`src/rtl/swdt_pkg.sv`:
```
package swdt_pkg;

    localparam int DATA_W = 32;
    localparam int REQ_W  = 8;
    localparam int CNT_W  = 6;

    // request bit positions (wire order)
    localparam int RQ_START = 0;
    localparam int RQ_BANK  = 1;
    localparam int RQ_DIR   = 2;
    localparam int RQ_A2    = 3;
    localparam int RQ_A3    = 4;
    localparam int RQ_PAR   = 5;
    localparam int RQ_STOP  = 6;
    localparam int RQ_PARK  = 7;

    localparam logic [2:0] ACK_OK    = 3'b001;
    localparam logic [2:0] ACK_WAIT  = 3'b010;
    localparam logic [2:0] ACK_FAULT = 3'b100;

    typedef enum logic [2:0] {
        ST_IDLE,
        ST_REQ,
        ST_TURN_RX2TX,
        ST_ACK,
        ST_RDATA,
        ST_TURN_TX2RX,
        ST_WDATA
    } link_state_e;

    typedef struct packed {
        logic       ap;
        logic       rd;
        logic [1:0] a;
    } req_t;

endpackage

```
`src/rtl/swdt_link.sv`:
```
module swdt_link
    import swdt_pkg::*;
(
    input  logic              clk,
    input  logic              rst_n,
    input  logic              sw_in,
    output logic              sw_out,
    output logic              sw_oe,
    input  logic              ap_busy,
    input  logic              sticky_err,
    input  logic [DATA_W-1:0] rd_value,
    output logic              dec_ap,
    output logic [1:0]        dec_a,
    output logic              rd_launch,
    output logic              wr_commit,
    output logic              wr_par_err,
    output logic              wr_ap,
    output logic [1:0]        wr_a,
    output logic [DATA_W-1:0] wr_data
);

    localparam logic [CNT_W-1:0] LAST_REQ  = CNT_W'(REQ_W - 1);
    localparam logic [CNT_W-1:0] LAST_ACK  = CNT_W'(2);
    localparam logic [CNT_W-1:0] LAST_DATA = CNT_W'(DATA_W);

    link_state_e       state_q, state_d;
    logic [CNT_W-1:0]  cnt_q, cnt_d;
    logic [REQ_W-1:0]  req_sh_q;
    logic [REQ_W-1:0]  full_req;
    req_t              req_q, dec;
    logic [2:0]        ack_q, ack_sel;
    logic [DATA_W-1:0] rsh_q, wsh_q;
    logic              rpar_q;
    logic              req_ok, last_req, wpar_ok, data_end;

    // decode of the request as its final bit arrives
    always_comb begin
        full_req = {sw_in, req_sh_q[REQ_W-1:1]};
        req_ok   = full_req[RQ_START] && !full_req[RQ_STOP] && full_req[RQ_PARK]
                   && (full_req[RQ_PAR] == ^full_req[RQ_A3:RQ_BANK]);
        dec.ap   = full_req[RQ_BANK];
        dec.rd   = full_req[RQ_DIR];
        dec.a    = {full_req[RQ_A3], full_req[RQ_A2]};
        last_req = (state_q == ST_REQ) && (cnt_q == LAST_REQ);
        data_end = (cnt_q == LAST_DATA);
        wpar_ok  = ((^wsh_q) == sw_in);
        if (!dec.ap)        ack_sel = ACK_OK;
        else if (sticky_err) ack_sel = ACK_FAULT;
        else if (ap_busy)   ack_sel = ACK_WAIT;
        else                ack_sel = ACK_OK;
    end

    // next state
    always_comb begin
        state_d = state_q;
        unique case (state_q)
            ST_IDLE:       if (sw_in) state_d = ST_REQ;
            ST_REQ:        if (cnt_q == LAST_REQ)
                               state_d = req_ok ? ST_TURN_RX2TX : ST_IDLE;
            ST_TURN_RX2TX: state_d = ST_ACK;
            ST_ACK:        if (cnt_q == LAST_ACK)
                               state_d = (ack_q == ACK_OK && req_q.rd) ? ST_RDATA
                                                                      : ST_TURN_TX2RX;
            ST_RDATA:      if (data_end) state_d = ST_TURN_TX2RX;
            ST_TURN_TX2RX: state_d = (ack_q == ACK_OK && !req_q.rd) ? ST_WDATA : ST_IDLE;
            ST_WDATA:      if (data_end) state_d = ST_IDLE;
            default:       state_d = ST_IDLE;
        endcase
        if (state_q == ST_IDLE && state_d == ST_REQ) cnt_d = CNT_W'(1);
        else if (state_d != state_q)                 cnt_d = '0;
        else                                         cnt_d = cnt_q + CNT_W'(1);
    end

    // state register
    always_ff @(posedge clk or negedge rst_n) begin
        if (!rst_n) begin
            state_q <= ST_IDLE;
            cnt_q   <= '0;
        end else begin
            state_q <= state_d;
            cnt_q   <= cnt_d;
        end
    end

    // shift paths and latched request
    always_ff @(posedge clk or negedge rst_n) begin
        if (!rst_n) begin
            req_sh_q <= '0;
            req_q    <= '0;
            ack_q    <= '0;
            rsh_q    <= '0;
            rpar_q   <= 1'b0;
            wsh_q    <= '0;
        end else begin
            if (state_q == ST_IDLE || state_q == ST_REQ)
                req_sh_q <= full_req;
            if (last_req && req_ok) begin
                req_q  <= dec;
                ack_q  <= ack_sel;
                rsh_q  <= rd_value;
                rpar_q <= ^rd_value;
            end
            if (state_q == ST_RDATA && !data_end)
                rsh_q <= {1'b0, rsh_q[DATA_W-1:1]};
            if (state_q == ST_WDATA && !data_end)
                wsh_q <= {sw_in, wsh_q[DATA_W-1:1]};
        end
    end

    // outputs
    always_comb begin
        sw_oe      = 1'b0;
        sw_out     = 1'b0;
        unique case (state_q)
            ST_ACK: begin
                sw_oe  = 1'b1;
                sw_out = ack_q[cnt_q[1:0]];
            end
            ST_RDATA: begin
                sw_oe  = 1'b1;
                sw_out = data_end ? rpar_q : rsh_q[0];
            end
            default: ;
        endcase
        dec_ap     = dec.ap;
        dec_a      = dec.a;
        rd_launch  = last_req && req_ok && dec.ap && dec.rd && (ack_sel == ACK_OK);
        wr_commit  = (state_q == ST_WDATA) && data_end && wpar_ok;
        wr_par_err = (state_q == ST_WDATA) && data_end && !wpar_ok;
        wr_ap      = req_q.ap;
        wr_a       = req_q.a;
        wr_data    = wsh_q;
    end

endmodule

```
`src/rtl/swdt_dp_regs.sv`:
```
module swdt_dp_regs
    import swdt_pkg::*;
#(
    parameter logic [DATA_W-1:0] ID_VALUE = 32'h5A1D_0C01,
    parameter int APSEL_W = 8,
    parameter int BANK_W  = 4
) (
    input  logic                    clk,
    input  logic                    rst_n,
    input  logic                    wr_commit,
    input  logic                    wr_ap,
    input  logic [1:0]              wr_a,
    input  logic [DATA_W-1:0]       wr_data,
    input  logic                    wr_par_err,
    input  logic                    ap_pend,
    input  logic [DATA_W-1:0]       rdbuf,
    output logic [APSEL_W-1:0]      sel_port,
    output logic [BANK_W-1:0]       sel_bank,
    output logic                    sticky_err,
    output logic [3:0][DATA_W-1:0]  dp_rd
);

    localparam int PORT_LSB = 24;
    localparam int BANK_LSB = 4;
    localparam logic [DATA_W-1:0] SEL_MASK =
        ((DATA_W'(1) << APSEL_W) - DATA_W'(1)) << PORT_LSB |
        ((DATA_W'(1) << BANK_W)  - DATA_W'(1)) << BANK_LSB;

    logic [DATA_W-1:0] sel_q;
    logic              err_q;
    logic              dp_wr;

    assign dp_wr = wr_commit && !wr_ap;

    always_ff @(posedge clk or negedge rst_n) begin
        if (!rst_n) begin
            sel_q <= '0;
            err_q <= 1'b0;
        end else begin
            if (wr_par_err)
                err_q <= 1'b1;
            else if (dp_wr && wr_a == 2'b00 && wr_data[0])
                err_q <= 1'b0;
            if (dp_wr && wr_a == 2'b10)
                sel_q <= wr_data & SEL_MASK;
        end
    end

    assign sel_port   = sel_q[PORT_LSB +: APSEL_W];
    assign sel_bank   = sel_q[BANK_LSB +: BANK_W];
    assign sticky_err = err_q;

    for (genvar i = 0; i < 4; i++) begin : g_rd
        if (i == 0)      assign dp_rd[i] = ID_VALUE;
        else if (i == 1) assign dp_rd[i] = {{(DATA_W-2){1'b0}}, ap_pend, err_q};
        else if (i == 2) assign dp_rd[i] = sel_q;
        else             assign dp_rd[i] = rdbuf;
    end

endmodule

```
`src/rtl/swdt_ap_port.sv`:
```
module swdt_ap_port
    import swdt_pkg::*;
#(
    parameter int APSEL_W = 8,
    parameter int BANK_W  = 4,
    localparam int AW = APSEL_W + BANK_W + 2
) (
    input  logic               clk,
    input  logic               rst_n,
    input  logic               rd_launch,
    input  logic [1:0]         rd_a,
    input  logic               wr_go,
    input  logic [1:0]         wr_a,
    input  logic [DATA_W-1:0]  wr_data,
    input  logic [APSEL_W-1:0] sel_port,
    input  logic [BANK_W-1:0]  sel_bank,
    output logic               ap_req_valid,
    input  logic               ap_req_ready,
    output logic               ap_req_write,
    output logic [AW-1:0]      ap_req_addr,
    output logic [DATA_W-1:0]  ap_req_wdata,
    input  logic               ap_rsp_valid,
    input  logic [DATA_W-1:0]  ap_rsp_rdata,
    output logic               pend,
    output logic [DATA_W-1:0]  rdbuf
);

    logic is_rd_q;

    always_ff @(posedge clk or negedge rst_n) begin
        if (!rst_n) begin
            ap_req_valid <= 1'b0;
            ap_req_write <= 1'b0;
            ap_req_addr  <= '0;
            ap_req_wdata <= '0;
            pend         <= 1'b0;
            is_rd_q      <= 1'b0;
            rdbuf        <= '0;
        end else begin
            if (rd_launch) begin
                ap_req_valid <= 1'b1;
                ap_req_write <= 1'b0;
                ap_req_addr  <= {sel_port, sel_bank, rd_a};
                ap_req_wdata <= '0;
                pend         <= 1'b1;
                is_rd_q      <= 1'b1;
            end else if (wr_go) begin
                ap_req_valid <= 1'b1;
                ap_req_write <= 1'b1;
                ap_req_addr  <= {sel_port, sel_bank, wr_a};
                ap_req_wdata <= wr_data;
                pend         <= 1'b1;
                is_rd_q      <= 1'b0;
            end else begin
                if (ap_req_valid && ap_req_ready)
                    ap_req_valid <= 1'b0;
                if (ap_rsp_valid && pend) begin
                    pend <= 1'b0;
                    if (is_rd_q)
                        rdbuf <= ap_rsp_rdata;
                end
            end
        end
    end

endmodule

```
`src/rtl/swdt_target.sv`:
```
module swdt_target
    import swdt_pkg::*;
#(
    parameter logic [31:0] ID_VALUE = 32'h5A1D_0C01,
    parameter int APSEL_W = 8,
    parameter int BANK_W  = 4,
    localparam int AW = APSEL_W + BANK_W + 2
) (
    input  logic          clk,
    input  logic          rst_n,
    input  logic          sw_in,
    output logic          sw_out,
    output logic          sw_oe,
    output logic          ap_req_valid,
    input  logic          ap_req_ready,
    output logic          ap_req_write,
    output logic [AW-1:0] ap_req_addr,
    output logic [31:0]   ap_req_wdata,
    input  logic          ap_rsp_valid,
    input  logic [31:0]   ap_rsp_rdata
);

    logic                   ap_pend, sticky_err;
    logic [DATA_W-1:0]      rdbuf, rd_value, wr_data;
    logic [3:0][DATA_W-1:0] dp_rd;
    logic                   dec_ap, rd_launch, wr_commit, wr_par_err, wr_ap;
    logic [1:0]             dec_a, wr_a;
    logic [APSEL_W-1:0]     sel_port;
    logic [BANK_W-1:0]      sel_bank;

    assign rd_value = dec_ap ? rdbuf : dp_rd[dec_a];

    swdt_link u_link (
        .clk        (clk),
        .rst_n      (rst_n),
        .sw_in      (sw_in),
        .sw_out     (sw_out),
        .sw_oe      (sw_oe),
        .ap_busy    (ap_pend),
        .sticky_err (sticky_err),
        .rd_value   (rd_value),
        .dec_ap     (dec_ap),
        .dec_a      (dec_a),
        .rd_launch  (rd_launch),
        .wr_commit  (wr_commit),
        .wr_par_err (wr_par_err),
        .wr_ap      (wr_ap),
        .wr_a       (wr_a),
        .wr_data    (wr_data)
    );

    swdt_dp_regs #(
        .ID_VALUE (ID_VALUE),
        .APSEL_W  (APSEL_W),
        .BANK_W   (BANK_W)
    ) u_regs (
        .clk        (clk),
        .rst_n      (rst_n),
        .wr_commit  (wr_commit),
        .wr_ap      (wr_ap),
        .wr_a       (wr_a),
        .wr_data    (wr_data),
        .wr_par_err (wr_par_err),
        .ap_pend    (ap_pend),
        .rdbuf      (rdbuf),
        .sel_port   (sel_port),
        .sel_bank   (sel_bank),
        .sticky_err (sticky_err),
        .dp_rd      (dp_rd)
    );

    swdt_ap_port #(
        .APSEL_W (APSEL_W),
        .BANK_W  (BANK_W)
    ) u_ap (
        .clk          (clk),
        .rst_n        (rst_n),
        .rd_launch    (rd_launch),
        .rd_a         (dec_a),
        .wr_go        (wr_commit && wr_ap),
        .wr_a         (wr_a),
        .wr_data      (wr_data),
        .sel_port     (sel_port),
        .sel_bank     (sel_bank),
        .ap_req_valid (ap_req_valid),
        .ap_req_ready (ap_req_ready),
        .ap_req_write (ap_req_write),
        .ap_req_addr  (ap_req_addr),
        .ap_req_wdata (ap_req_wdata),
        .ap_rsp_valid (ap_rsp_valid),
        .ap_rsp_rdata (ap_rsp_rdata),
        .pend         (ap_pend),
        .rdbuf        (rdbuf)
    );

endmodule

```
`config.mk`:
```
export PLATFORM = sky130hd
export DESIGN_NAME = swdt_target
export DESIGN_NICKNAME = d
export VERILOG_FILES = /design/src/rtl/swdt_pkg.sv /design/src/rtl/swdt_link.sv /design/src/rtl/swdt_dp_regs.sv /design/src/rtl/swdt_ap_port.sv /design/src/rtl/swdt_target.sv
export SDC_FILE = /design/constraint.sdc
export NUM_CORES = 1
export LEC_CHECK = 0
export BUFFER_PORTS_ARGS = -buffer_cell sky130_fd_sc_hd__buf_2
export CAP_MARGIN = 20
export CORE_MARGIN = 3
export CORE_UTILIZATION = 51
export DETAILED_ROUTE_END_ITERATION = 10
export GPL_TIMING_DRIVEN = 0
export PLACE_DENSITY = 0.68
export SKIP_CTS_REPAIR_TIMING = 1
export SLEW_MARGIN = 20
export SYNTH_ARGS = -nofsm -noshare
export SYNTH_HDL_FRONTEND = slang
export SYNTH_SLANG_ARGS = --single-unit
export TNS_END_PERCENT = 10
```
`constraint.sdc`:
```
create_clock -name clk -period 5.1 [get_ports clk]
set_input_delay 0.51 -clock clk [delete_from_list [all_inputs] [get_ports clk]]
set_output_delay 0.51 -clock clk [all_outputs]
set_load 0.01 [all_outputs]
```
**Word level (Yosys, flattened, before mapping)**

Cells that the tools add are included.

- Add/sub/neg operators: 1
- $lt $le $gt $ge: 2
- Equal/unequal tests: 16
- Multiplexer cells: 40
- Bitwise logic cells: 2
- Reductions and logical operators: 41

Operators with widths:

| operator | count |
|---|---|
| $mux 32 | 6 |
| $bmux 32 s2 | 1 |
| $reduce_xor 32->1 | 2 |
| $mux 14 | 2 |
| $mux 3 | 8 |
| $logic_and 1x1->1 | 23 |
| $pmux 3 s7 | 1 |
| $mux 1 | 16 |
| $eq 3x1->1 const B | 4 |
| $mux 6 | 2 |
| $eq 3x3->1 const B | 3 |
| $add 6x1->6 const B | 1 |
| $eq 3x2->1 const B | 2 |
| $eq 6x2->1 const B | 1 |
| $eq 6x3->1 const B | 1 |
| $eq 6x6->1 const B | 1 |
| $lt 2x3->1 const B | 2 |
| $reduce_bool 2->1 | 3 |
| $reduce_bool 3->1 | 2 |
| $logic_not 1->1 | 5 |
| $mux 2 | 2 |
| $reduce_and 4->1 | 1 |
| $reduce_xor 4->1 | 1 |
| $logic_not 3->1 | 1 |
| other kinds (9) | 11 |

- Flip-flop bits (word level): 184
- Input bits: 37
- Output and inout port bits: 50
- Word-level logic and storage cells: 121

**Depth between registers and ports, before layout**

- Depth in word-level cells: 10
- Gate-level depth with buffers: 10
- Mapped depth without buffers: 8

**By module**

From an unflattened synthesis, not the netlist that was laid out.

- Cell total of the unflattened synthesis: 957
- Area total of the unflattened synthesis: 10739.0 um^2

Modules (own cells, without submodules):

| module | instances | cells an instance | area each (um^2) | seq. area each (um^2) |
|---|---|---|---|---|
| swdt_link | 1 | 393 | 4506.8 | 2202.1 |
| swdt_ap_port | 1 | 219 | 3281.9 | 2052.0 |
| swdt_dp_regs | 1 | 161 | 1526.5 | 325.3 |
| swdt_target | 1 | 184 | 1423.9 | 0.0 |

**Worst setup path before layout**

Ideal clock, no wire load.

- Path kind: input-to-reg
- Start: input port sw_in
- End: register u_ap.rdbuf[10]
- Setup time: 128 ps
- Data arrival time: 2406 ps
- Data required time: 4972 ps
- Setup slack: 2566 ps
- Stages: 8
- Buffers on the path: 1
- Cell sequence: xnor2_1 -> xnor2_1 -> xnor2_1 -> xnor3_1 -> xnor2_2 -> a211oi_2 -> buf_4 -> mux2_1

- Longest elaborated chain between the ends: 8
- Elaborated cells on any way between the ends: 12
- Those cells by class: 1 x eq/ne; 2 x bitwise; 9 x reduce/logical

Ends and longest elaborated chain:

| item | line | text |
|---|---|---|
| start, declared | swdt_target.sv:11 | `input logic sw_in,` |
| $logic_and 1x1->1 | swdt_link.sv:39 | `req_ok = full_req[RQ_START] && !full_req[RQ_STOP] && full_req[RQ_PARK]` |
| $logic_and 1x1->1 | swdt_link.sv:40 | `&& (full_req[RQ_PAR] == ^full_req[RQ_A3:RQ_BANK]);` |
| $logic_and 1x1->1 (4 in series) | swdt_link.sv:127 | `rd_launch = last_req && req_ok && dec.ap && dec.rd && (ack_sel == ACK_OK);` |
| $not 1->1 (no source line) | -- |  |
| $reduce_and 4->1 (no source line) (*) | -- |  |
| end signal, assigned | swdt_ap_port.sv:60 | `rdbuf <= ap_rsp_rdata;` |
| end, declared | swdt_ap_port.sv:25 | `output logic [DATA_W-1:0] rdbuf` |

Mark *: on every way between the ends. The rest lies on a longest branch, timed or not.
A chain may end at the register's enable or synchronous reset.

**Final worst setup path**

- Start: register u_link.cnt_q[2]
- End: register u_ap.ap_req_wdata[15]

- Longest elaborated chain between the ends: 7
- Elaborated cells on any way between the ends: 12
- Those cells by class: 2 x eq/ne; 1 x mux; 9 x reduce/logical

Ends and longest elaborated chain:

| item | line | text |
|---|---|---|
| start, declared | swdt_link.sv:27 | `logic [CNT_W-1:0] cnt_q, cnt_d;` |
| start signal, assigned | swdt_link.sv:81 | `cnt_q <= cnt_d;` |
| $eq 6x3->1 | swdt_link.sv:44 | `last_req = (state_q == ST_REQ) && (cnt_q == LAST_REQ);` |
| $logic_and 1x1->1 | swdt_link.sv:44 |  |
| $logic_and 1x1->1 (4 in series) | swdt_link.sv:127 |  |
| $mux 32 / $reduce_bool 2->1 (equally long branches) | -- |  |
| end signal, assigned | swdt_ap_port.sv:51 | `ap_req_wdata <= wr_data;` |
| end, declared | swdt_ap_port.sv:21 | `output logic [DATA_W-1:0] ap_req_wdata,` |

Several ways; a longest one is shown, not always the timed one.

==> reports/summary.md <==
• sky130_fd_sc_hd__dfrtp_1 — library cell with the highest instance count after synthesis
• 0.577 — final worst-path cycle share
• 18500 um^2 — area of the die
• flip-flop to flip-flop — critical setup path kind
• built — clock tree from TritonCTS
• flip-flop — Critical Path Sink Type
• 340 MHz — maximum operating frequency
• 46 — number of rows in the core area
• 17 — TritonCTS Buffers
• 0 — remaining routing DRC violations
• 0 — # diodes
• 0.0765 — post-synthesis xor/xnor area fraction
• 0 — ANT nets after route
• 14.0 ps — Clock Skews
• 9340 um^2 — placed cell areas
• 0.141 — share of cell area taken by muxes after synthesis
• 1061 — cell total after placement
• 3.81 mW — Power, Total
• 0 — count of flip-flops with a built-in enable after synthesis
• 183 — total number of clock tree sinks
• 0 — max-slew violation count
• 758 — number of instances in the synthesized netlist
• 17.8 um — routed length per placed instance
• 5 — Detailed Routing Iterations Pass 1
• 10 — maximum fanout count along the critical path
• 11.4 um^2 — average instance area after synthesis
• 0 — Final Setup Violations
• 0.121 — area fraction in and, or, nand and nor cells after synthesis
• 0.532 — sequential share of the synthesized area
• 70 ps — clock-pin slew on the worst setup and hold paths
• 5390 ps — required time at the endpoint of the critical path
• 32400 um — first-pass GRT wire length
• 1.00 — share of async-settable or async-resettable flops after synthesis
• 0 — Yosys warning count
• primary input to async pin — type of the tightest min-delay check
• 0.359 — Max-slew headroom
• 136 um — die span in x
• 0 — total overflow reported by the global router
• 5.52 — average via count per standard cell
• 0 — number of antenna violations at the first check in global routing
• 6029 — total via count in the routed design
• 1092 — final std cells w/o fill
• 954 ps — transition time at the pin with the least slew margin
• sky130_fd_sc_hd__dfrtp_1 — Synth area leader
• 4 — H-tree depth reported by CTS
• 0.00436 — adder and majority gate portion of the synthesized area
• 430 ps — later-pin clock latency in the skew report
• 15.2% — Area Growth Syn to Fin
• multiplexers — largest family of logic cells by synthesized area
• 0 — count of final hold-check violations
• 2000 ps — minimum setup slack after placement
• 904 — total number of nets in the final design
• 183 — count of state elements after synthesis
• flip-flop — element type at the critical path start
• finished, final reports clean — status
• 0.613 — final core area utilization
• 0.218 — layout cells sized above 1
• 0.293 mV — maximum resistive drop on vdd
• sky130_fd_sc_hd__dfrtp_1, sky130_fd_sc_hd__o21ai_0, sky130_fd_sc_hd__nand2_1, sky130_fd_sc_hd__xnor2_1, sky130_fd_sc_hd__mux2_2 — commonest cells in the netlist
• 0.532 — initial core utilization
• false — unrepaired setup endpoints after global routing
• 9910 um^2 — area of all placed cells without fillers
• 2160 ps — final setup margin
• 16200 um^2 — area of the core region
• 49 — library cells used by synthesis
• 0.0951 — share of the synthesized area in compound gates (AO/OA/AOI/OAI)
• 54.1 ps — Hold WS
• 798 — post-synth net total
• 6414 — via count of the first global-routing pass
• sky130_fd_sc_hd__clkbuf_16 — cell at the root of the clock tree
• 0 ps — setup TNS
• 0.532 — area fraction of the dominant cell type after synthesis
• 0.852 — gp weighted congestion
• 87 — I/O Pins
• sky130_fd_sc_hd__dfrtp_1 — dominant synthesized flop cell
• 8610 um^2 — summed instance area of the synthesized netlist
• 13800 um — post-detailed-placement half-perimeter wirelength
• 2 — Longest Clk Path Bufs
• 19400 um — routed wire length
• 0.221 — total global routing track utilization
• 136 um — die span in y
• 377 — number of design-rule violations left by the first detailed-router iteration
• 86 — IO buf count
• 2940 ps — Final min period
• sky130_fd_sc_hd__dfrtp_1, sky130_fd_sc_hd__mux2_2, sky130_fd_sc_hd__mux2_1 — synth top area cells
• 3240 ps — data arrival time of the critical path
• 0 — # Max-Cap Violations
• 4.63 nW — P_leak
• 385 nW/um^2 — power density relative to cell area
• 104 — pin count of the biggest net entering global routing
flip-flops by register name, summed over array words and instances (netlist names), 2 cells and up:
register and cells:
u_link.req_sh_q 7, u_link.ack_q 3, u_link.cnt_q 6, u_ap.ap_req_addr 14, u_regs.sel_q 12, u_link.state_q 3
u_link.rsh_q 32, u_ap.ap_req_wdata 32, u_link.wr_data 32, u_ap.rdbuf 32, u_link.wr_a 2
final timing paths:
path / start / end / slack [ps] / cells after the start
setup / recovery: u_link.cnt_q[2] / u_ap.ap_req_wdata[15] / 2160 / 9
min in group clk: ap_req_ready / u_ap.ap_req_valid / 270 / 2
max in group asynchronous: rst_n / u_link.wr_data[1] / 4170 / 2
setup reg to reg: u_link.cnt_q[2] / u_ap.ap_req_wdata[15] / 2160 / 9
hold / removal: rst_n / u_ap.ap_req_addr[8] / 50 / 1
hold reg to reg: u_ap.is_rd_q / u_ap.is_rd_q / 480 / 1
power breakdown:
part	switching (mW)	internal (mW)	total, mW
registers	0.138	1.63	1.77
clock network	0.563	0.712	1.28
logic	0.434	0.332	0.766
cells in the final DEF (no fill, tap or decap), types with 2 or more instances in the layout:
master,Yosys,layout
sky130_fd_sc_hd__a311o_1,7,7
sky130_fd_sc_hd__mux2_2,46,46
sky130_fd_sc_hd__clkbuf_8,0,3
sky130_fd_sc_hd__buf_4,4,4
sky130_fd_sc_hd__mux2_1,45,45
sky130_fd_sc_hd__a22oi_1,5,5
sky130_fd_sc_hd__nand2_1,56,56
sky130_fd_sc_hd__a31oi_1,15,15
sky130_fd_sc_hd__a21o_1,2,2
sky130_fd_sc_hd__nand2b_1,37,37
sky130_fd_sc_hd__clkinv_2,0,3
sky130_fd_sc_hd__nor2b_1,13,13
sky130_fd_sc_hd__and3_1,7,7
sky130_fd_sc_hd__o21ai_0,84,84
sky130_fd_sc_hd__buf_2,10,95
sky130_fd_sc_hd__inv_1,9,9
sky130_fd_sc_hd__mux2i_1,10,10
sky130_fd_sc_hd__o21a_1,2,2
sky130_fd_sc_hd__nand3_1,41,41
sky130_fd_sc_hd__xnor2_1,54,54
sky130_fd_sc_hd__and2_1,11,11
sky130_fd_sc_hd__a21oi_1,11,11
sky130_fd_sc_hd__xor2_1,9,9
sky130_fd_sc_hd__nand4b_1,2,2
sky130_fd_sc_hd__a221o_1,4,4
sky130_fd_sc_hd__xnor3_1,4,4
sky130_fd_sc_hd__clkbuf_1,31,32
sky130_fd_sc_hd__clkbuf_16,0,17
sky130_fd_sc_hd__dfrtp_1,183,183
sky130_fd_sc_hd__mux2_4,6,6
sky130_fd_sc_hd__ha_1,3,3
sky130_fd_sc_hd__nor2_1,20,20
sky130_fd_sc_hd__buf_6,2,2
sky130_fd_sc_hd__clkinvlp_4,0,3
sky130_fd_sc_hd__nor3_1,7,7
area by class of cell:
class / instances / area (um^2)
multi-input combinational: 519 / 3770
clock buffer: 21 / 470
buffer: 47 / 219
inverter: 9 / 33.8
tap: 216 / 270
fill: 1321 / 6260
timing repair buffer: 87 / 468
clock inverter: 10 / 96.3
sequential: 183 / 4580
cells by family (layout without fill, tap and decap cells):
family	count (synthesis)	after routing
xor+xnor	68	68
buf+inv	56	174
compound gates	138	138
flops	183	183
mux	107	107
fa+ha+maj	3	3
simple gates	203	203
layer usage:
layer | track usage | vias to the layer above | share of wire
li1 | - | 2849 | -
met3 | 0.0533 | 15 | 0.041
met4 | 0.0498 | 0 | 0.0089
met5 | 0 | - | 0
met2 | 0.382 | 113 | 0.51
met1 | 0.285 | 3052 | 0.44
critical path, cell delays in order, from the launching register on:
cell and delay, ps:
sky130_fd_sc_hd__dfrtp_1 450, sky130_fd_sc_hd__nor4b_1 390, sky130_fd_sc_hd__and2_1 170, sky130_fd_sc_hd__buf_2 170, sky130_fd_sc_hd__nand3_1 200, sky130_fd_sc_hd__nor2_2 480, sky130_fd_sc_hd__and2_1 200, sky130_fd_sc_hd__clkbuf_1 350
sky130_fd_sc_hd__buf_2 280, sky130_fd_sc_hd__o21ai_0 130
No activity file was read; power rests on OpenSTA's default activity.
